`src/rtl/pwm_xfer_pkg.sv`:
```
package pwm_xfer_pkg;
    typedef enum logic [1:0] {
        XM_NORMAL = 2'b00,
        XM_HOLD   = 2'b01,
        XM_LINKED = 2'b10,
        XM_SPARE  = 2'b11
    } xfer_mode_e;

    typedef enum logic {
        WIN_CLOSED = 1'b0,
        WIN_OPEN   = 1'b1
    } win_state_e;
endpackage

```
`src/rtl/skip_counter.sv`:
```
module skip_counter #(
    parameter int SKIP_W = 3
) (
    input  logic              clk,
    input  logic              rst,
    input  logic              evt,
    input  logic              en,
    input  logic [SKIP_W-1:0] limit,
    output logic              active,
    output logic              counted,
    output logic              fire,
    output logic              irq
);
    localparam int CW = SKIP_W + 1;

    logic [SKIP_W-1:0] count_q;
    logic [CW-1:0]     count_nxt;

    always_comb begin
        active    = en && (limit != '0);
        counted   = evt && active;
        count_nxt = {1'b0, count_q} + CW'(1);
        // >= rather than == recovers if the limit is lowered mid-count
        fire      = counted && (count_nxt >= {1'b0, limit});
    end

    always_ff @(posedge clk) begin
        if (rst) begin
            count_q <= '0;
            irq     <= 1'b0;
        end else begin
            irq <= fire;
            if (!active || fire)
                count_q <= '0;
            else if (counted)
                count_q <= count_nxt[SKIP_W-1:0];
        end
    end
endmodule

```
`src/rtl/xfer_window_fsm.sv`:
```
module xfer_window_fsm
    import pwm_xfer_pkg::*;
(
    input  logic clk,
    input  logic rst,
    input  logic any_active,
    input  logic any_counted,
    input  logic any_fire,
    output logic window
);
    win_state_e state_q, state_d;

    always_comb begin
        state_d = state_q;
        unique case (state_q)
            WIN_CLOSED: if (any_active && any_fire) state_d = WIN_OPEN;
            WIN_OPEN: begin
                if (!any_active)
                    state_d = WIN_CLOSED;
                else if (any_counted && !any_fire)
                    state_d = WIN_CLOSED;
            end
        endcase
    end

    always_ff @(posedge clk) begin
        if (rst) state_q <= WIN_CLOSED;
        else     state_q <= state_d;
    end

    always_comb window = (state_q == WIN_OPEN);
endmodule

```
`src/rtl/stage_regs.sv`:
```
module stage_regs #(
    parameter int DATA_W = 16
) (
    input  logic              clk,
    input  logic              rst,
    input  logic              wr_en,
    input  logic [DATA_W-1:0] wr_data,
    input  logic              copy_tmp,
    input  logic              copy_gen,
    output logic [DATA_W-1:0] buf_q,
    output logic [DATA_W-1:0] tmp_q,
    output logic [DATA_W-1:0] gen_q
);
    always_ff @(posedge clk) begin
        if (rst) begin
            buf_q <= '0;
            tmp_q <= '0;
            gen_q <= '0;
        end else begin
            if (wr_en)    buf_q <= wr_data;
            if (copy_tmp) tmp_q <= buf_q;
            if (copy_gen) gen_q <= tmp_q;
        end
    end
endmodule

```
`src/rtl/pwm_xfer_gate.sv`:
```
module pwm_xfer_gate
    import pwm_xfer_pkg::*;
#(
    parameter int DATA_W = 16,
    parameter int SKIP_W = 3
) (
    input  logic              clk,
    input  logic              rst,
    input  logic              crest_evt,
    input  logic              trough_evt,
    input  logic              buf_wr_en,
    input  logic [DATA_W-1:0] buf_wr_data,
    input  logic [1:0]        xfer_mode,
    input  logic              crest_skip_en,
    input  logic [SKIP_W-1:0] crest_skip_cnt,
    input  logic              trough_skip_en,
    input  logic [SKIP_W-1:0] trough_skip_cnt,
    output logic [DATA_W-1:0] buf_q,
    output logic [DATA_W-1:0] tmp_q,
    output logic [DATA_W-1:0] gen_q,
    output logic              crest_irq,
    output logic              trough_irq,
    output logic              xfer_window
);
    localparam int NSRC = 2;   // index 0 crest, 1 trough

    logic [NSRC-1:0]   src_evt, src_en, src_active, src_counted, src_fire, src_irq;
    logic [SKIP_W-1:0] src_lim [NSRC];
    logic              any_active, copy_tmp;
    xfer_mode_e        mode;

    always_comb begin
        src_evt    = {trough_evt, crest_evt};
        src_en     = {trough_skip_en, crest_skip_en};
        src_lim[0] = crest_skip_cnt;
        src_lim[1] = trough_skip_cnt;
    end

    for (genvar gi = 0; gi < NSRC; gi++) begin : g_src
        skip_counter #(.SKIP_W(SKIP_W)) u_cnt (
            .clk     (clk),
            .rst     (rst),
            .evt     (src_evt[gi]),
            .en      (src_en[gi]),
            .limit   (src_lim[gi]),
            .active  (src_active[gi]),
            .counted (src_counted[gi]),
            .fire    (src_fire[gi]),
            .irq     (src_irq[gi])
        );
    end

    assign any_active = |src_active;
    assign crest_irq  = src_irq[0];
    assign trough_irq = src_irq[1];

    xfer_window_fsm u_win (
        .clk         (clk),
        .rst         (rst),
        .any_active  (any_active),
        .any_counted (|src_counted),
        .any_fire    (|src_fire),
        .window      (xfer_window)
    );

    always_comb begin
        mode = xfer_mode_e'(xfer_mode);
        unique case (mode)
            XM_HOLD:   copy_tmp = 1'b0;
            XM_LINKED: copy_tmp = xfer_window && any_active;
            default:   copy_tmp = 1'b1;
        endcase
    end

    stage_regs #(.DATA_W(DATA_W)) u_regs (
        .clk      (clk),
        .rst      (rst),
        .wr_en    (buf_wr_en),
        .wr_data  (buf_wr_data),
        .copy_tmp (copy_tmp),
        .copy_gen (crest_evt),
        .buf_q    (buf_q),
        .tmp_q    (tmp_q),
        .gen_q    (gen_q)
    );
endmodule

```
`config.mk`:
```
export PLATFORM = sky130hd
export DESIGN_NAME = pwm_xfer_gate
export DESIGN_NICKNAME = d
export VERILOG_FILES = /design/src/rtl/pwm_xfer_pkg.sv /design/src/rtl/skip_counter.sv /design/src/rtl/xfer_window_fsm.sv /design/src/rtl/stage_regs.sv /design/src/rtl/pwm_xfer_gate.sv
export SDC_FILE = /design/constraint.sdc
export NUM_CORES = 1
export LEC_CHECK = 0
export BUFFER_PORTS_ARGS = -buffer_cell sky130_fd_sc_hd__buf_2
export CAP_MARGIN = 20
export CORE_MARGIN = 2
export CORE_UTILIZATION = 25
export DETAILED_ROUTE_END_ITERATION = 6
export GPL_ROUTABILITY_DRIVEN = 0
export HOLD_SLACK_MARGIN = 0.02
export PLACE_DENSITY_LB_ADDON = 0.25
export REMOVE_ABC_BUFFERS = 1
export SLEW_MARGIN = 10
export SYNTH_ARGS = -nofsm -noshare
export SYNTH_HDL_FRONTEND = slang
export SYNTH_HIERARCHICAL = 1
export SYNTH_SLANG_ARGS = --single-unit
```
`constraint.sdc`:
```
create_clock -name clk -period 2.86 [get_ports clk]
set_input_delay 0.429 -clock clk [delete_from_list [all_inputs] [get_ports clk]]
set_output_delay 0.429 -clock clk [all_outputs]
set_load 0.01 [all_outputs]
```
==> results.toml, run 1 <==
[sta]
min_period_ps = 2360
rsz0062_at_grt = "no"
timing.hold.ws_ps = 335
fin_ws_ps = 501
fmax_mhz = 424
setup_viol = 0
final-hold-violation-count = 0
finClkSkew_ps = 5.13
final.setup.tns_ps = 0
slew_headroom = 0.268
drv_slew = 0
tightest_slew_ps = 1100
finalCritPeriodShare = 0.825

[floorplan]
dieWidth_um = 102
die_area_sq_um = 10500
row_count = 35
io_pins = 82
die_h_um = 102
core-area_sq_um = 9280
start_util = 0.260

[yosys]
synth-compound-area-share = 0.0482
ys_seq_area_frac = 0.473
syn_area_sq_um = 2410
synth_top_cell_area_share = 0.473
synthTopCellsByArea = "dfxtp_1 (47%), mux2i_1 (20%), nor2_1 (7.8%)"
synthMuxAreaShare = 0.199
synthSimpleGateAreaFrac = 0.166
syn_inst = 229
ys_seq_elements = 57
synth.distinct_cells = 33
synth_top_cell_by_area = "dfxtp_1"
ys_warn_count = 6
syn_avg_cell_area_sq_um = 10.5
synthAdderAreaFrac = 0.0415
synth-xor-area-share = 0.0109
synth_top_family_by_area = "multiplexers"

[grt]
antenna_found_initial = 0
grt_max_degree = 35
grt_usage = 0.109
grt_pass1_wl_mm = 8.70
grt_pass1_vias = 1827
grt_overflow_total = 0

[placement]
placed_cells = 431
pre_cts_slack_ps = 475
port_buffers = 81
dp_hpwl_mm = 3.91

[routing]
drt-initial-drc-count = 37
drtAntennaViolNets = 0
wl_per_cell_um = 12.1
vias = 1867
drt_wl_total_mm = 5.39
via_per_inst = 4.18
first_pass_iters = 4
route.detailed.drc = 0

[cells_and_area]
final_common_cell = "buf_2"
area.growth.synth_to_final_pct = 27.6
antenna_cells = 0
final_layout_size_suffix_gt1_frac = 0.352
fin_util = 0.332
fin_cells = 447
nNetsFinal = 352
fill_cells = 1002
multi_input_area_sq_um = 1120
seq_area_sq_um = 1140
layout_common_cells = "buf_2 (81), dfxtp_1 (57), nor2_1 (50), mux2i_1 (48), clkbuf_8 (10)"

[setup_path]
cp.required_ps = 3080
cp_common_cell = "ha_1"
path_class = "reg -> reg"
crit_chain = "ha_1 -> xor2_1 -> ha_1 -> a21o_1 -> a31oi_2 -> and2_2 -> nor2_1 -> or2_2 -> o211a_1"
crit_arrival_ps = 2580
slowest_delay_ps = 410
critPathSlowestCell = "dfxtp_1"
crit_fanout = 5
critPathLaunchType = "flip-flop"
end_kind = "flip-flop"

[clock_network]
post_cts_resized = 0
tritoncts = "done"
clk_latency_ps = 330
cts_sinks = 57
cts_setup_buffers = 0
cts_buffer_depth = 2
cts_inserted_buffers = 9
postCtsHoldBufs = 0
root_buffer = "clkbuf_8"
h-tree-depth = 3
clkTransAtPathRegs_ps = 60

[worst_hold_path]
hp-class = "in -> reg"

[pwr]
leakagePower_nw = 1.58
power_density_nw_per_um2 = 577
ir_worst_vdd_mv = 0.221

[run]
drv_cap = 0

[run_status]
outcome = "complete, no violations"
-- layout make-up --
class,count,area share
inverter,8,0.00975
sequential,57,0.370
clock inverter,5,0.0179
clock buffer,11,0.0459
tap,129,0.0524
multi-input combinational,153,0.365
timing repair buffer,84,0.139
-- worst max-delay path, delay by kind of cell (launching register included) --
family | cells | cell delay [ps]
xor gates and xnor gates | 1 | 170
AOI/OAI and AO/OA | 3 | 650
adders and majority gates | 2 | 510
DFF | 1 | 410
and+or+nand+nor | 3 | 530
-- stage by stage --
stage                     instance area [sq um]  total power [mW]
after global placement                     2880              1.06
after detailed placement                   2880              1.07
after global routing                       3080              1.88
final                                      3080              1.78
after floorplan                            2290             0.965
after CTS                                  3080              1.82
-- layer usage --
| metal | up-vias | global-route usage | routed length (um) |
|---|---|---|---|
| li1 | 946 | - | - |
| met5 | - | 0 | 0 |
| met3 | 13 | 0.0397 | 311 |
| met1 | 852 | 0.137 | 2530 |
| met2 | 56 | 0.169 | 2450 |
| met4 | 0 | 0.0492 | 97 |
-- sequential cells by signal (all words and copies together) (netlist names) --
name                 cells
u_win/window             1
u_regs/buf_q            16
g_src.u_cnt/count_q      6
g_src.u_cnt/irq          2
u_regs/gen_q            16
u_regs/tmp_q            16
-- final timing paths --
path | startpoint | to | slack [ps] | depth (start not counted)
hold / removal | buf_wr_data[7] | u_regs/buf_q[7]$_SDFFE_PP0P_ | 330 | 3
setup reg to reg | g_src[1].u_cnt/count_q[0]$_SDFFE_PP0P_ | u_win/window$_SDFF_PP0_ | 500 | 9
setup / recovery | g_src[1].u_cnt/count_q[0]$_SDFFE_PP0P_ | u_win/window$_SDFF_PP0_ | 500 | 9
hold reg to reg | u_regs/gen_q[13]$_SDFFE_PP0P_ | u_regs/gen_q[13]$_SDFFE_PP0P_ | 490 | 2
-- kinds of logic (layout without fill, tap and decap cells) --
| family | after synthesis | after routing |
|---|---|---|
| and+or+nand+nor | 80 | 80 |
| DFF | 57 | 57 |
| muxes | 48 | 48 |
| buffers and inverters | 19 | 108 |
| AOI/OAI and AO/OA | 14 | 14 |
| adders and majority gates | 8 | 8 |
| xor gates and xnor gates | 3 | 3 |
-- report_power, final --
part           switching (mW)  leakage, nW  internal [mW]  total [mW]
sequential             0.0210        0.464          0.824       0.845
combinational           0.106         1.02         0.0928       0.198
clock                   0.310       0.0953          0.423       0.733
total                   0.437         1.58           1.34        1.78
-- synth_stat cells --
master    number
ha_1           8
a31oi_1        2
a21oi_2        2
xnor2_1        1
a31o_1         1
buf_12         3
o211a_1        1
nor3_1         2
buf_6          3
nand4_1        2
nor2_1        50
nand2b_1       6
nand2_4        2
a21oi_1        2
or2_4          1
a21o_1         2
dfxtp_1       57
o31a_1         2
xor2_1         2
nand2b_2       2
nand2_1        2
or3b_1         2
buf_4          1
mux2i_1       48
nand4b_1       4
and2_2         2
inv_1          8
nand3_1        2
a31oi_2        2
nor2b_1        1
buf_2          2
clkbuf_1       2
or2_2          2
(Power assumes the default switching activity.)
==> run 2, diff against run 1 <==
- clock period: 2.86 -> 2.1 ns (I/O delays scaled with it)
==> run 2 against run 1 <==
Against the previous run: power grew 43%; sequential power is 36% higher; count of clock-buffer cells in the layout unchanged; cell area is 5.5% higher; largest cell class is now multi-input combinational cells; largest power group unchanged.
==> results.toml, run 2 (synthesis gave the netlist of run 1 again) <==
[setup_path]
crit_fanout = 2
critPathLaunchType = "flip-flop"
cp.required_ps = 2320
slowest_delay_ps = 330
end_kind = "flip-flop"
crit_arrival_ps = 2220
critPathSlowestCell = "dfxtp_2"
cp_top_family = "compound AO/OA/AOI/OAI gates"
crit_chain = "ha_4 -> xor2_1 -> ha_1 -> a21o_1 -> a31oi_2 -> and2_4 -> nor2_1 -> or2_4 -> o211a_1"
path_class = "reg -> reg"
path_buf_inv = 0

[routing]
drt-initial-drc-count = 28
via_per_inst = 4.18
vias = 1914
first_pass_iters = 4
drtAntennaViolNets = 0
route.detailed.drc = 0
drt_wl_total_mm = 5.57
wl_per_cell_um = 12.2

[clock_network]
cts_sinks = 57
h-tree-depth = 3
cts_inserted_buffers = 9
cts_buffer_depth = 2
tritoncts = "done"
clkTransAtPathRegs_ps = 70
clk_latency_ps = 330
root_buffer = "clkbuf_8"

[cells_and_area]
biggestRegsByFlops = "u_regs/buf_q (16), u_regs/gen_q (16), u_regs/tmp_q (16)"
layout_common_cells = "buf_2 (81), dfxtp_1 (53), nor2_1 (50), mux2i_1 (48), buf_4 (12)"
final_common_cell = "buf_2"
fin_cells = 458
antenna_cells = 0
area.growth.synth_to_final_pct = 34.6
final_layout_size_suffix_gt1_frac = 0.392
fin_util = 0.350
nNetsFinal = 363

[grt]
grt_pass1_vias = 1848
grt_usage = 0.111
grt_pass1_wl_mm = 8.78
antenna_found_initial = 0
grt_max_degree = 29
grt_overflow_total = 0

[run_status]
outcome = "complete, no violations"

[sta]
tightest_slew_ps = 555
min_period_ps = 2010
final-hold-violation-count = 0
slew_headroom = 0.630
finClkSkew_ps = 8.72
drv_slew = 0
final.setup.tns_ps = 0
timing.hold.ws_ps = 222
setup_viol = 0
finalCritPeriodShare = 0.955
fmax_mhz = 499
rsz0062_at_grt = "no"

[pwr]
power_density_nw_per_um2 = 783
ir_worst_vdd_mv = 0.304
leakagePower_nw = 1.65
power.total_mw = 2.55

[run]
drv_cap = 0

[floorplan]
start_util = 0.260
row_count = 35
die_h_um = 102
core-area_sq_um = 9280
io_pins = 82
die_area_sq_um = 10500
dieWidth_um = 102

[placement]
dp_hpwl_mm = 3.99
placed_cells = 441
port_buffers = 81

[worst_hold_path]
hp-class = "in -> reg"
==> run 2: where the power goes <==
group	total (mW)	internal (mW)	switching [mW]	leakage, nW
Sequential	1.15	1.12	0.0275	0.466
Clock	1.09	0.666	0.428	0.0995
Combinational	0.301	0.149	0.153	1.09
==> run 2: worst paths after layout <==
check	from	end	slack [ps]	cells past startpoint
setup / recovery	g_src[1].u_cnt/count_q[0]$_SDFFE_PP0P_	u_win/window$_SDFF_PP0_	90	9
hold / removal	buf_wr_data[1]	u_regs/buf_q[1]$_SDFFE_PP0P_	220	3
setup reg to reg	g_src[1].u_cnt/count_q[0]$_SDFFE_PP0P_	u_win/window$_SDFF_PP0_	90	9
hold reg to reg	u_regs/gen_q[4]$_SDFFE_PP0P_	u_regs/gen_q[4]$_SDFFE_PP0P_	490	2
==> run 2: through the flow <==
stage	instance area, sq um	setup slack [ps]
CTS	3240	9.76
detailed placement	2980	-31.4
floorplan	2290	-65.4
global placement	2980	20.3
finish	3250	94.1
global route	3250	11.2
==> run 2: layout make-up <==
cell class / count / area [sq um]
Clock buffer: 11 / 131
Clock inverter: 5 / 80.1
Fill cell: 1004 / 6030
Inverter: 8 / 30.0
Multi-Input combinational cell: 153 / 1160
Sequential cell: 57 / 1150
Tap cell: 129 / 161
Timing Repair Buffer: 95 / 536
==> run 2: routing by layer <==
metal	global-route usage	vias up	part of all wire
met5	0	-	0
met4	0.0523	0	0.016
met3	0.0410	8	0.062
met2	0.178	58	0.46
met1	0.131	881	0.46
li1	-	967	-
==> run 2: timing repair <==
action                                  4_1_cts  5_1_grt
buffers inserted                              2        0
hold buffers                                  0        0
endpoints found under the setup margin        1        3
resized for setup                             9        4
gates cloned                                  0        0
pin swaps                                     7        7
==> run 2: worst reg2reg max path, stage by stage (launching register included) <==
cell and delay [ps]:
dfxtp_2 330, ha_4 160, xor2_1 140, ha_1 290
a21o_1 190, a31oi_2 170, and2_4 170, nor2_1 30
or2_4 230, o211a_1 200
==> run 3, diff against run 2 <==
- ABC_AREA: not set -> 1
- HOLD_SLACK_MARGIN: 0.02 -> not set
==> run 3 against run 2 <==
Against the previous run: routed wire length increased by 10%; hold slack improved by 60 ps; non-clock buffer count decreased by 11; register-to-register slack improved by 250 ps; count of clock-buffer cells in the layout increased by 1; die area increased by 17%; critical path depth increased by 2; maximum frequency increased by 14%; first-iteration DRC count increased by 36%; cell count increased by 40%; critical path type unchanged; largest cell class unchanged; largest power group is now clock.
==> results.toml, run 3 <==
[run_status]
outcome = "complete, no violations"

[floorplan]
io_pins = 82
die_h_um = 111
die_area_sq_um = 12300
start_util = 0.259
dieWidth_um = 111
core-area_sq_um = 11000
row_count = 38

[routing]
routed.top_layer = "met4"
wl_met2_mm = 2.84
via_per_inst = 3.79
m1WireLength_mm = 2.85
route.detailed.drc = 0
drt-initial-drc-count = 38
drtAntennaViolNets = 0
wl_per_cell_um = 9.58
vias = 2427
first_pass_iters = 4
drt_wl_total_mm = 6.14
wl_met3_um = 304

[grt]
grt_max_degree = 49
grt_pass1_vias = 2339
grt_pass1_wl_mm = 10.6
grt_usage = 0.107
antenna_found_initial = 0
grt_overflow_total = 0

[yosys]
synth_top_cell_by_area = "dfxtp_1"
synth_flop_cell = "dfxtp_1"
syn_avg_cell_area_sq_um = 6.85
syn_inst = 416
synth_top_cell_area_share = 0.401
async_reset_ff_frac = 0
ys_seq_area_frac = 0.401
ys_seq_elements = 57
ys_warn_count = 6
synth_edf_count = 0
synth.distinct_cells = 20
post-synth-top-count-cell = "nand2_1"
synth.cells.most_frequent = "nand2_1 (121), nor2_1 (85), inv_1 (69), dfxtp_1 (57), nor2_2 (24)"
syn_area_sq_um = 2850
synthTopCellsByArea = "dfxtp_1 (40%), nand2_1 (16%), nor2_1 (11%)"

[sta]
finalCritPeriodShare = 0.836
timing.hold.ws_ps = 283
drv_slew = 0
fmax_mhz = 569
tightest_slew_ps = 575
min_period_ps = 1760
finClkSkew_ps = 4.16
slew_headroom = 0.617
final-hold-violation-count = 0
final.setup.tns_ps = 0
setup_viol = 0
rsz0062_at_grt = "no"

[cells_and_area]
nNetsFinal = 536
fill_cells = 1222
fin_cells = 641
layout_common_cells = "nand2_1 (121), nor2_1 (85), buf_2 (81), inv_1 (69), dfxtp_1 (57)"
final_common_cell = "nand2_1"
final_layout_size_suffix_gt1_frac = 0.297
area.growth.synth_to_final_pct = 26.5
biggestRegsByFlops = "u_regs/buf_q (16), u_regs/gen_q (16), u_regs/tmp_q (16)"
antenna_cells = 0

[setup_path]
path_class = "reg -> reg"
crit_fanout = 4
critPathLaunchType = "flip-flop"
cp_top_family = "simple AND/OR/NAND/NOR gates"
end_kind = "flip-flop"
slowest_delay_ps = 340
path_buf_inv = 2
crit_arrival_ps = 1970
cp.required_ps = 2310
crit_chain = "ha_1 -> nor2_1 -> nor2_4 -> ha_1 -> nand2_1 -> nand2_1 -> nand2_4 -> inv_2 -> or2_1 -> inv_1 -> a21oi_2"
critPathSlowestCell = "dfxtp_1"

[pwr]
power_density_nw_per_um2 = 857
leakagePower_nw = 2.00
power.total_mw = 3.09
ir_worst_vdd_mv = 0.297

[clock_network]
clkTransAtPathRegs_ps = 50
cts_inserted_buffers = 9
h-tree-depth = 3
cts_sinks = 57
clk_latency_ps = 320
cts_setup_buffers = 0
root_buffer = "clkbuf_16"
postCtsHoldBufs = 0
tritoncts = "done"
post_cts_resized = 0
cts_buffer_depth = 2

[placement]
placed_cells = 626
dp_hpwl_mm = 4.31
port_buffers = 81

[run]
drv_cap = 0

[worst_hold_path]
hp-class = "in -> reg"
run 3: routing by layer:
metal	track usage	vias to the layer above
li1	-	1346
met5	0	-
met3	0.0328	10
met1	0.126	1022
met4	0.0600	0
met2	0.172	49
run 3: cell type report:
cell class              instances  area, sq um  area share
multi-input cells             264         1250       0.348
repair buffers                 84          428       0.119
clock inverters                 3         40.0      0.0111
clock buffers                  12          256      0.0712
well taps                     140          175      0.0486
flip-flops and latches         57         1140       0.317
inverters                      81          309      0.0858
run 3: path summary, 6_finish.rpt:
kind,from,end,slack (ps),cells past startpoint
setup / recovery,g_src[1].u_cnt/count_q[0]$_SDFFE_PP0P_,u_win/window$_SDFF_PP0_,340,11
hold / removal,buf_wr_data[9],u_regs/buf_q[9]$_SDFFE_PP0P_,280,5
hold reg to reg,u_regs/gen_q[4]$_SDFFE_PP0P_,u_regs/gen_q[4]$_SDFFE_PP0P_,470,2
setup reg to reg,g_src[1].u_cnt/count_q[0]$_SDFFE_PP0P_,u_win/window$_SDFF_PP0_,340,11
run 3: tightest hold or removal path, delay by kind of cell:
family,cells,cell delay (ps)
buffers and inverters,2,100
AND/OR/NAND/NOR,3,150
run 3: logic make-up after synthesis:
kind of cell / share of synthesized area
buf+inv: 0.159
simple gates: 0.389
xor+xnor: 0.00923
fa+ha+maj: 0.0352
flops: 0.401
compound gates: 0.00659
run 3: report_power, final:
group	switching, mW	total (mW)	leakage [nW]	internal (mW)
Combinational	0.264	0.436	1.39	0.172
Sequential	0.0503	1.21	0.471	1.16
Clock	0.470	1.44	0.148	0.970
run 3: per-stage QoR:
stage / area (sq um) / util / setup WS [ps]
global route: 3600 / 0.328 / 201
finish: 3600 / 0.328 / 344
global placement: 3310 / 0.301 / 385
CTS: 3600 / 0.328 / 325
floorplan: 2700 / - / 432
detailed placement: 3310 / 0.301 / 341
